[src/rtl/bcd_calendar_clock.sv]
module bcd_calendar_clock #(
  parameter int DIV = 32768
) (
  input  logic       clk,
  input  logic       rst_n,
  input  logic       tick_32k,
  input  logic       wr_en,
  input  logic [2:0] wr_addr,
  input  logic [7:0] wr_data,
  output logic [7:0] sec,
  output logic [7:0] min,
  output logic [7:0] hour,
  output logic [7:0] dow,
  output logic [7:0] date,
  output logic [7:0] month,
  output logic [7:0] year,
  output logic       tick_1hz,
  output logic       sq_1hz
);
  localparam int CW = $clog2(DIV);
  localparam logic [CW-1:0] LAST = CW'(DIV - 1);
  localparam logic [CW-1:0] HALF = CW'(DIV / 2);

  function automatic logic [7:0] bcd_inc(input logic [7:0] v);
    return (v[3:0] == 4'd9) ? {v[7:4] + 4'd1, 4'd0} : {v[7:4], v[3:0] + 4'd1};
  endfunction

  logic [CW-1:0] cnt;
  logic [7:0]    hour_nx, last_day;
  logic          day_wrap;

  wire sec_wr   = wr_en && (wr_addr == 3'd0);
  wire step     = tick_32k && (cnt == LAST) && !sec_wr;
  wire c_min    = (sec == 8'h59);
  wire c_hour   = c_min && (min == 8'h59);
  wire c_day    = c_hour && day_wrap;
  wire c_month  = c_day && (date == last_day);
  wire c_year   = c_month && (month[4:0] == 5'h12);
  wire [3:0] lsum = year[3:0] + {2'b00, year[4], 1'b0};
  wire leap     = (lsum[1:0] == 2'b00);

  assign sq_1hz = (cnt >= HALF);

  always_comb begin
    hour_nx  = bcd_inc(hour);
    day_wrap = 1'b0;
    if (hour[6]) begin
      if (hour[4:0] == 5'h11) begin
        hour_nx  = {hour[7:6], ~hour[5], 5'h12};
        day_wrap = hour[5];
      end else if (hour[4:0] == 5'h12) begin
        hour_nx = {hour[7:5], 5'h01};
      end
    end else if (hour[5:0] == 6'h23) begin
      hour_nx  = {hour[7:6], 6'h00};
      day_wrap = 1'b1;
    end
  end

  always_comb begin
    case (month[4:0])
      5'h02:                      last_day = leap ? 8'h29 : 8'h28;
      5'h04, 5'h06, 5'h09, 5'h11: last_day = 8'h30;
      default:                    last_day = 8'h31;
    endcase
  end

  always_ff @(posedge clk) begin
    if (!rst_n) begin
      cnt      <= '0;
      tick_1hz <= 1'b0;
      sec      <= 8'h00;
      min      <= 8'h00;
      hour     <= 8'h00;
      dow      <= 8'h01;
      date     <= 8'h01;
      month    <= 8'h01;
      year     <= 8'h00;
    end else begin
      if (sec_wr)
        cnt <= '0;
      else if (tick_32k)
        cnt <= (cnt == LAST) ? '0 : cnt + 1'b1;
      tick_1hz <= step;
      if (step) begin
        sec <= c_min ? 8'h00 : bcd_inc(sec);
        if (c_min)  min  <= c_hour ? 8'h00 : bcd_inc(min);
        if (c_hour) hour <= hour_nx;
        if (c_day) begin
          dow  <= (dow == 8'h07) ? 8'h01 : dow + 8'd1;
          date <= (date == last_day) ? 8'h01 : bcd_inc(date);
        end
        if (c_month)
          month <= (month[4:0] == 5'h12) ? {month[7] ^ (year == 8'h99), 7'h01} : bcd_inc(month);
        if (c_year)
          year <= (year == 8'h99) ? 8'h00 : bcd_inc(year);
      end
      if (wr_en) begin
        case (wr_addr)
          3'd0: sec   <= wr_data;
          3'd1: min   <= wr_data;
          3'd2: hour  <= wr_data;
          3'd3: dow   <= wr_data;
          3'd4: date  <= wr_data;
          3'd5: month <= wr_data;
          3'd6: year  <= wr_data;
          default: ;
        endcase
      end
    end
  end
endmodule

[config.mk]
export PLATFORM = sky130hd
export DESIGN_NAME = bcd_calendar_clock
export DESIGN_NICKNAME = d
export VERILOG_FILES = /design/src/rtl/bcd_calendar_clock.sv
export SDC_FILE = /design/constraint.sdc
export NUM_CORES = 1
export LEC_CHECK = 0
export BUFFER_PORTS_ARGS = -buffer_cell sky130_fd_sc_hd__buf_4
export CAP_MARGIN = 40
export CORE_UTILIZATION = 50
export CTS_CLUSTER_SIZE = 24
export DETAILED_ROUTE_END_ITERATION = 8
export PLACE_DENSITY = 0.83
export SLEW_MARGIN = 20
export SYNTH_ARGS = -nofsm -noshare
export SYNTH_HDL_FRONTEND = slang
export SYNTH_SLANG_ARGS = --single-unit
[constraint.sdc]
create_clock -name clk -period 4.15 [get_ports clk]
set_input_delay 0.83 -clock clk [delete_from_list [all_inputs] [get_ports clk]]
set_output_delay 0.83 -clock clk [all_outputs]
set_load 0.01 [all_outputs]
==> results of run 1 <==
## worst max-delay path: stages (launching register included)
cell and delay (ns):
dfxtp_1 0.39, ha_1 0.27, nand4_1 0.19, nor2_1 0.38
and3_1 0.42, nand2_1 0.47, or4_1 0.66, a31oi_1 0.20
## flip-flops by register name, summed over array words and instances, names as in the netlist
name / count
cnt: 15
date: 8
dow: 8
hour: 8
min: 8
month: 8
sec: 8
year: 8
tick_1hz: 1
## kinds of logic after synthesis
kind of cell / Yosys count / share of synthesized area (%)
and+or+nand+nor: 266 / 31.5
AOI/OAI and AO/OA: 155 / 21.9
DFF: 72 / 31.4
buffers and inverters: 52 / 4.69
adders and majority gates: 21 / 5.73
xor gates and xnor gates: 18 / 3.44
muxes: 6 / 1.36
## final timing paths
path	start	to	slack [ns]
worst max-delay path	cnt[1]	month[6]	1.10
worst min-delay path	month[7]	month[7]	0.51
worst max register to register	cnt[1]	month[6]	1.10
worst min register to register	month[7]	month[7]	0.51
## report_power, final
group | leakage [nW] | total (mW) | internal [mW] | switching [mW]
Combinational | 1.28 | 0.178 | 0.0775 | 0.100
Sequential | 0.585 | 0.753 | 0.713 | 0.0392
Clock | 0.0887 | 0.576 | 0.280 | 0.296
## area by class of cell
class,count,area [um2]
inverters,23,86.3
clock buffers,10,128
flip-flops and latches,72,1440
multi-input cells,466,2930
fillers,741,3450
clock inverters,6,70.1
repair buffers,76,571
well taps,108,135
## placed cells by master (no fill, tap or decap), drive strengths merged, types with 21 or more instances in the layout
master	count
nand2	45
nor2	64
nand4	23
nand3	30
dfxtp	72
a21oi	22
inv	22
buf	76
ha	21
o21ai	52
a31oi	22
## through the flow
stage,hold slack [ns],util (%),std cells
after global routing,0.536,60.9,761
after global placement,0.474,58.6,745
after floorplan,0.456,-,590
after detailed placement,0.499,58.6,745
final,0.510,60.9,761
after CTS,0.513,60.9,761
## metal layers
| layer | vias to the layer above | GRT usage (%) | share of wire [%] | wire length (um) |
|---|---|---|---|---|
| met5 | - | 0 | 0 | 0 |
| met4 | 0 | 12.4 | 3.0 | 402 |
| met3 | 34 | 5.51 | 9.1 | 1210 |
| met2 | 206 | 45.9 | 47 | 6260 |
| met1 | 2292 | 35.9 | 41 | 5400 |
| li1 | 2336 | - | - | - |
==> summary.md, run 1 <==
| Metric | Value |
|---|---|
| Max-cap violations | 0 |
| Largest net degree at the start of global routing | 51 |
| CP Capture Type | flip-flop |
| Power per cell area | 281 nW/um2 |
| Gr ovfl total | 0 |
| Fin area | between 5000 and 6000 um2 |
| H-tree Lvls | 3 |
| Post-Route WL | ~13 mm |
| Unrepaired setup endpoints after global routing | false |
| Endpoints failing setup | 0 |
| CTS tree | yes |
| Leak pwr | 1.96 nW |
| Root Buffer | clkbuf_8 |
| ANT cells | 0 |
| Worst-case clock buffer depth | 2 |
| Worst-margin pin slew | 0.732 ns |
| Die area | 9560 um2 |
| Synth top area share | 31.4% |
| HPWL after DPL | approximately 9.2 mm |
| Placed cell areas | between 5000 and 6000 um2 |
| CP arrival | 3.34 ns |
| Core area | roughly 9000 um2 |
| Wire per inst | 17.4 um |
| Clock-pin slew on the worst setup and hold paths | 0.09 ns |
| Final layout net count | approximately 680 |
| Tmin final | 3.05 ns |
| Clk Latency, worst-skew pair | 0.36 ns |
| Synth top cells by count | 72 x dfxtp_1, 64 x nor2_1, 52 x o21ai_0, 45 x nand2_1, 30 x nand3_1 |
| Sink Count | 72 |
| Synth async-reset ratio | 0% |
| Total iterations of the first detailed-routing run | 7 |
| Reg2reg path depth | 7 |
| DR vias/cell | between 6 and 7 |
| Setup Buffers After CTS | 0 |
| Max-slew violations | 0 |
| EDFF count, synth | 0 |
| Required time of the critical path | around 4.4 ns |
| PostCTS Resize Cnt | 0 |
| Status | finished with violations |
| Starting Density | between 50% and 60% |
| Die Y | 97.8 um |
| Clock skew | ~0.0076 ns |
| Slew Limit Headroom | 50.8% |
| Syn_nets | 626 |
| YS warnings | 0 |
| Area growth, synth to finish | 16.9% |
| CTS buffer count | 9 |
| Synth Area per Inst | 7.77 um2 |
| Seq/Total Area, Yosys | between 30% and 40% |
| Pre-CTS WS | 0.921 ns |
| Mapped Area | 4580 um2 |
| Input/output buffers | 72 |
| Dominant cell type by area after synthesis | dfxtp_1 |
| Vias in the first global route | about 4500 |
| Synth unique cells | 70 |
| Top-count cell post-synth | dfxtp_1 |
| Via Count | 4868 |
| Highest Clock Rate | 328 MHz |
| Layout cells sized above 1 | 16.1% |
| Total GRT Usage | 28.0% |
| Failing checks | DRC |
| Final Hold Fails | 0 |
| Startpoint types | flip-flop |
| I/O pin count | 73 |
| Top fanout value on the critical path | 19 |
| DR iter-0 viols | 348 |
| Crit path kind | flip-flop to flip-flop |
| HP Class | flip-flop to flip-flop |
| Remaining DRCs | 12 |
| Cells after synthesis | a little under 600 |
| Power Total | 1.51 mW |
| Global-route wire length before repair | 21.7 mm |
| WHS Path Cells | 2 |
| Cell Rows | 34 |
| FF+latch count, synth | 72 |
| Initial antenna violation count | 0 |
| Setup TNS | 0 ns |
| GP Congestion | around 0.9 |
| Hold buffer count at CTS | 0 |
| Maximum VDD drop | 197 uV |
| Fin crit share | 73.6% |
| Top cells by area, synth | dfxtp_1 31%, ha_1 5.7%, o21ai_0 5.7%, nor2_1 5.2%, nand2_1 3.7% |
| Antenna viol nets, final | 0 |
| Top_reg_cell synth | dfxtp_1 |
| Worst Slack Setup Final | 1.10 ns |
| Die X | 97.8 um |
Note: power is estimated with default switching activity, not from simulation.
==> run 2, diff against run 1 <==
- clock period: 4.15 -> 2.9 ns (I/O delays scaled with it)
==> run 2 against run 1 <==
  * The flow still finishes with violations (DRC)
  * Sequential share of layout area is 0.29 points lower
  * First-iteration DRC count is 16% higher
  * Largest cell class unchanged
  * Clock skew is 0.0032 ns higher
==> summary.md, run 2 (synthesis results as in run 1) <==
| Metric | Value |
|---|---|
| Status | finished with violations (unchanged) |
| Failing checks | DRC (unchanged) |
| Fin crit share | 91.7% (was 73.6%) |
| Clock-pin slew on the worst setup and hold paths | 0.08 ns (was 0.09 ns) |
| Largest register by flop count | cnt (unchanged) |
| Largest net degree at the start of global routing | 51 (unchanged) |
| ANT cells | 0 (unchanged) |
| Startpoint types | flip-flop (unchanged) |
| Total GRT Usage | 28.9% (was 28.0%) |
| Maximum VDD drop | 297 uV (was 197 uV) |
| GRT met3 Usage | 6.08% (was 5.51%) |
| Clock skew | 0.0108 ns (was 0.00755 ns) |
| Reg2reg end | month[6] (unchanged) |
| Commonest non-fill, non-tap cell in the layout | buf_4 (unchanged) |
| Die Y | 97.8 um (unchanged) |
| DR vias/cell | 6.41 (was 6.40) |
| DR iter-0 viols | 405 (was 348) |
| FF-to-FF Start | month[2] (was cnt[1]) |
| Crit path kind | flip-flop to flip-flop (unchanged) |
| Worst-margin pin slew | 0.761 ns (was 0.732 ns) |
| CTS buffer count | 9 (unchanged) |
| GR Util met2 | 48.7% (was 45.9%) |
| Critical path origin | month[2] (was cnt[1]) |
| Slew Limit Headroom | 48.8% (was 50.8%) |
| Setup Buffers After CTS | 0 (unchanged) |
| CP arrival | 2.94 ns (was 3.34 ns) |
| Gr ovfl total | 0 (unchanged) |
| CP Capture Type | flip-flop (unchanged) |
| Gr busiest metal | met2 (unchanged) |
| Final layout net count | 694 (was 684) |
| Placed cell areas | 5240 um2 (was 5160 um2) |
| Cell Rows | 34 (unchanged) |
| Highest Clock Rate | 376 MHz (was 328 MHz) |
| Layout cells sized above 1 | 17.5% (was 16.1%) |
| HPWL after DPL | 9.56 mm (was 9.22 mm) |
| HP Class | flip-flop to flip-flop (unchanged) |
| Die area | 9560 um2 (unchanged) |
| Fin area | 5420 um2 (was 5360 um2) |
| Hold buffer count at CTS | 0 (unchanged) |
| Root Buffer | clkbuf_8 (unchanged) |
| Total iterations of the first detailed-routing run | 7 (unchanged) |
| Crit path to | month[6] (unchanged) |
| Max-cap violations | 0 (unchanged) |
| Required time of the critical path | 3.18 ns (was 4.44 ns) |
| I/O pin count | 73 (unchanged) |
| Power Total | 2.08 mW (was 1.51 mW) |
| Leak pwr | 2.01 nW (was 1.96 nW) |
| GP Congestion | 1.02 (was 0.896) |
| Core area | 8810 um2 (unchanged) |
| Setup TNS | 0 ns (unchanged) |
| Endpoints failing setup | 0 (unchanged) |
| Initial antenna violation count | 0 (unchanged) |
| Die X | 97.8 um (unchanged) |
| Starting Density | 52.1% (unchanged) |
| Global-route wire length before repair | 22.4 mm (was 21.7 mm) |
| Max reg flops | 15 (unchanged) |
| Sink Count | 72 (unchanged) |
| Top fanout value on the critical path | 20 (was 19) |
| PostCTS Resize Cnt | 0 (unchanged) |
| Worst-case clock buffer depth | 2 (unchanged) |
| FF-to-FF setup slack | 0.24 ns (was 1.10 ns) |
| H-tree Lvls | 3 (unchanged) |
| Remaining DRCs | 12 (unchanged) |
| Vias in the first global route | 4616 (was 4471) |
| Post-Route WL | 13.5 mm (was 13.3 mm) |
| Final Hold Fails | 0 (unchanged) |
| Max-slew violations | 0 (unchanged) |
| Input/output buffers | 72 (unchanged) |
| Reg2reg path depth | 6 (was 7) |
| Commonest non-fill, non-tap cells in the layout | 86 x buf_4, 72 x dfxtp_1, 64 x nor2_1, 52 x o21ai_0, 45 x nand2_1 (was 76 x buf_4, 72 x dfxtp_1, 64 x nor2_1, 52 x o21ai_0, 45 x nand2_1) |
| CTS tree | yes (unchanged) |
| Tmin final | 2.66 ns (was 3.05 ns) |
| Antenna viol nets, final | 0 (unchanged) |
| Area growth, synth to finish | 18.1% (was 16.9%) |
| Power per cell area | 383 nW/um2 (was 281 nW/um2) |
| Unrepaired setup endpoints after global routing | false (unchanged) |
| Via Count | 4943 (was 4868) |
| Global-route met1 utilization | 36.1% (was 35.9%) |
| Clk Latency, worst-skew pair | 0.36 ns (about the same) |
| Wire per inst | 17.5 um (was 17.4 um) |
==> run 2: changes by cell type in the layout (fill, tap and decap cells not counted), sizes merged <==
cell and delta:
clkinvlp -1, inv +1, bufinv -1, clkinv +1, buf +10
==> run 2: per-layer routing <==
metal | up-vias | routed length, um | share of wire, %
met5 | - | 0 | 0
met4 | 0 | 329 | 2.4
met3 | 41 | 992 | 7.4
met2 | 207 | 6470 | 48
met1 | 2349 | 5680 | 42
li1 | 2346 | - | -
==> run 2: how the worst min path moves through the flow <==
stage / endpoint / cells past startpoint / slack, ns / startpoint
final: cnt[9] / 2 / 0.50 / cnt[9]
after global routing: cnt[1] / 3 / 0.52 / tick_32k
after CTS: cnt[9] / 2 / 0.50 / cnt[9]
after detailed placement: cnt[9] / 2 / 0.49 / cnt[9]
after floorplan: cnt[14] / 2 / 0.46 / cnt[14]
after global placement: cnt[9] / 2 / 0.48 / cnt[9]
==> run 2: power by group <==
group | total [mW] | internal (mW) | switching [mW]
Sequential | 1.08 | 1.02 | 0.0550
Clock | 0.741 | 0.335 | 0.407
Combinational | 0.259 | 0.112 | 0.147
Total | 2.08 | 1.47 | 0.608
==> run 2: area by class of cell <==
| class | instances | area (um2) |
|---|---|---|
| fillers | 806 | 3390 |
| multi-input cells | 466 | 2930 |
| flip-flops and latches | 72 | 1440 |
| repair buffers | 86 | 646 |
| clock buffers | 10 | 138 |
| well taps | 108 | 135 |
| inverters | 23 | 86.3 |
| clock inverters | 6 | 42.5 |
==> run 2: stage by stage <==
step | hold WS [ns] | setup slack, ns | cells | utilization (%)
global placement | 0.478 | 0.212 | 755 | 59.5
CTS | 0.504 | 0.276 | 771 | 61.5
global route | 0.522 | 0.0597 | 771 | 61.5
detailed placement | 0.492 | 0.0891 | 755 | 59.5
finish | 0.505 | 0.241 | 771 | 61.5
floorplan | 0.456 | 0.406 | 590 | -
==> run 2: worst max-delay path: stages (launching register included) <==
cell     delay, ns
dfxtp_1       0.58
or3b_1        0.39
a21oi_1       0.26
nor4_2        0.12
or3_4         0.50
or4_1         0.52
a31oi_1       0.20
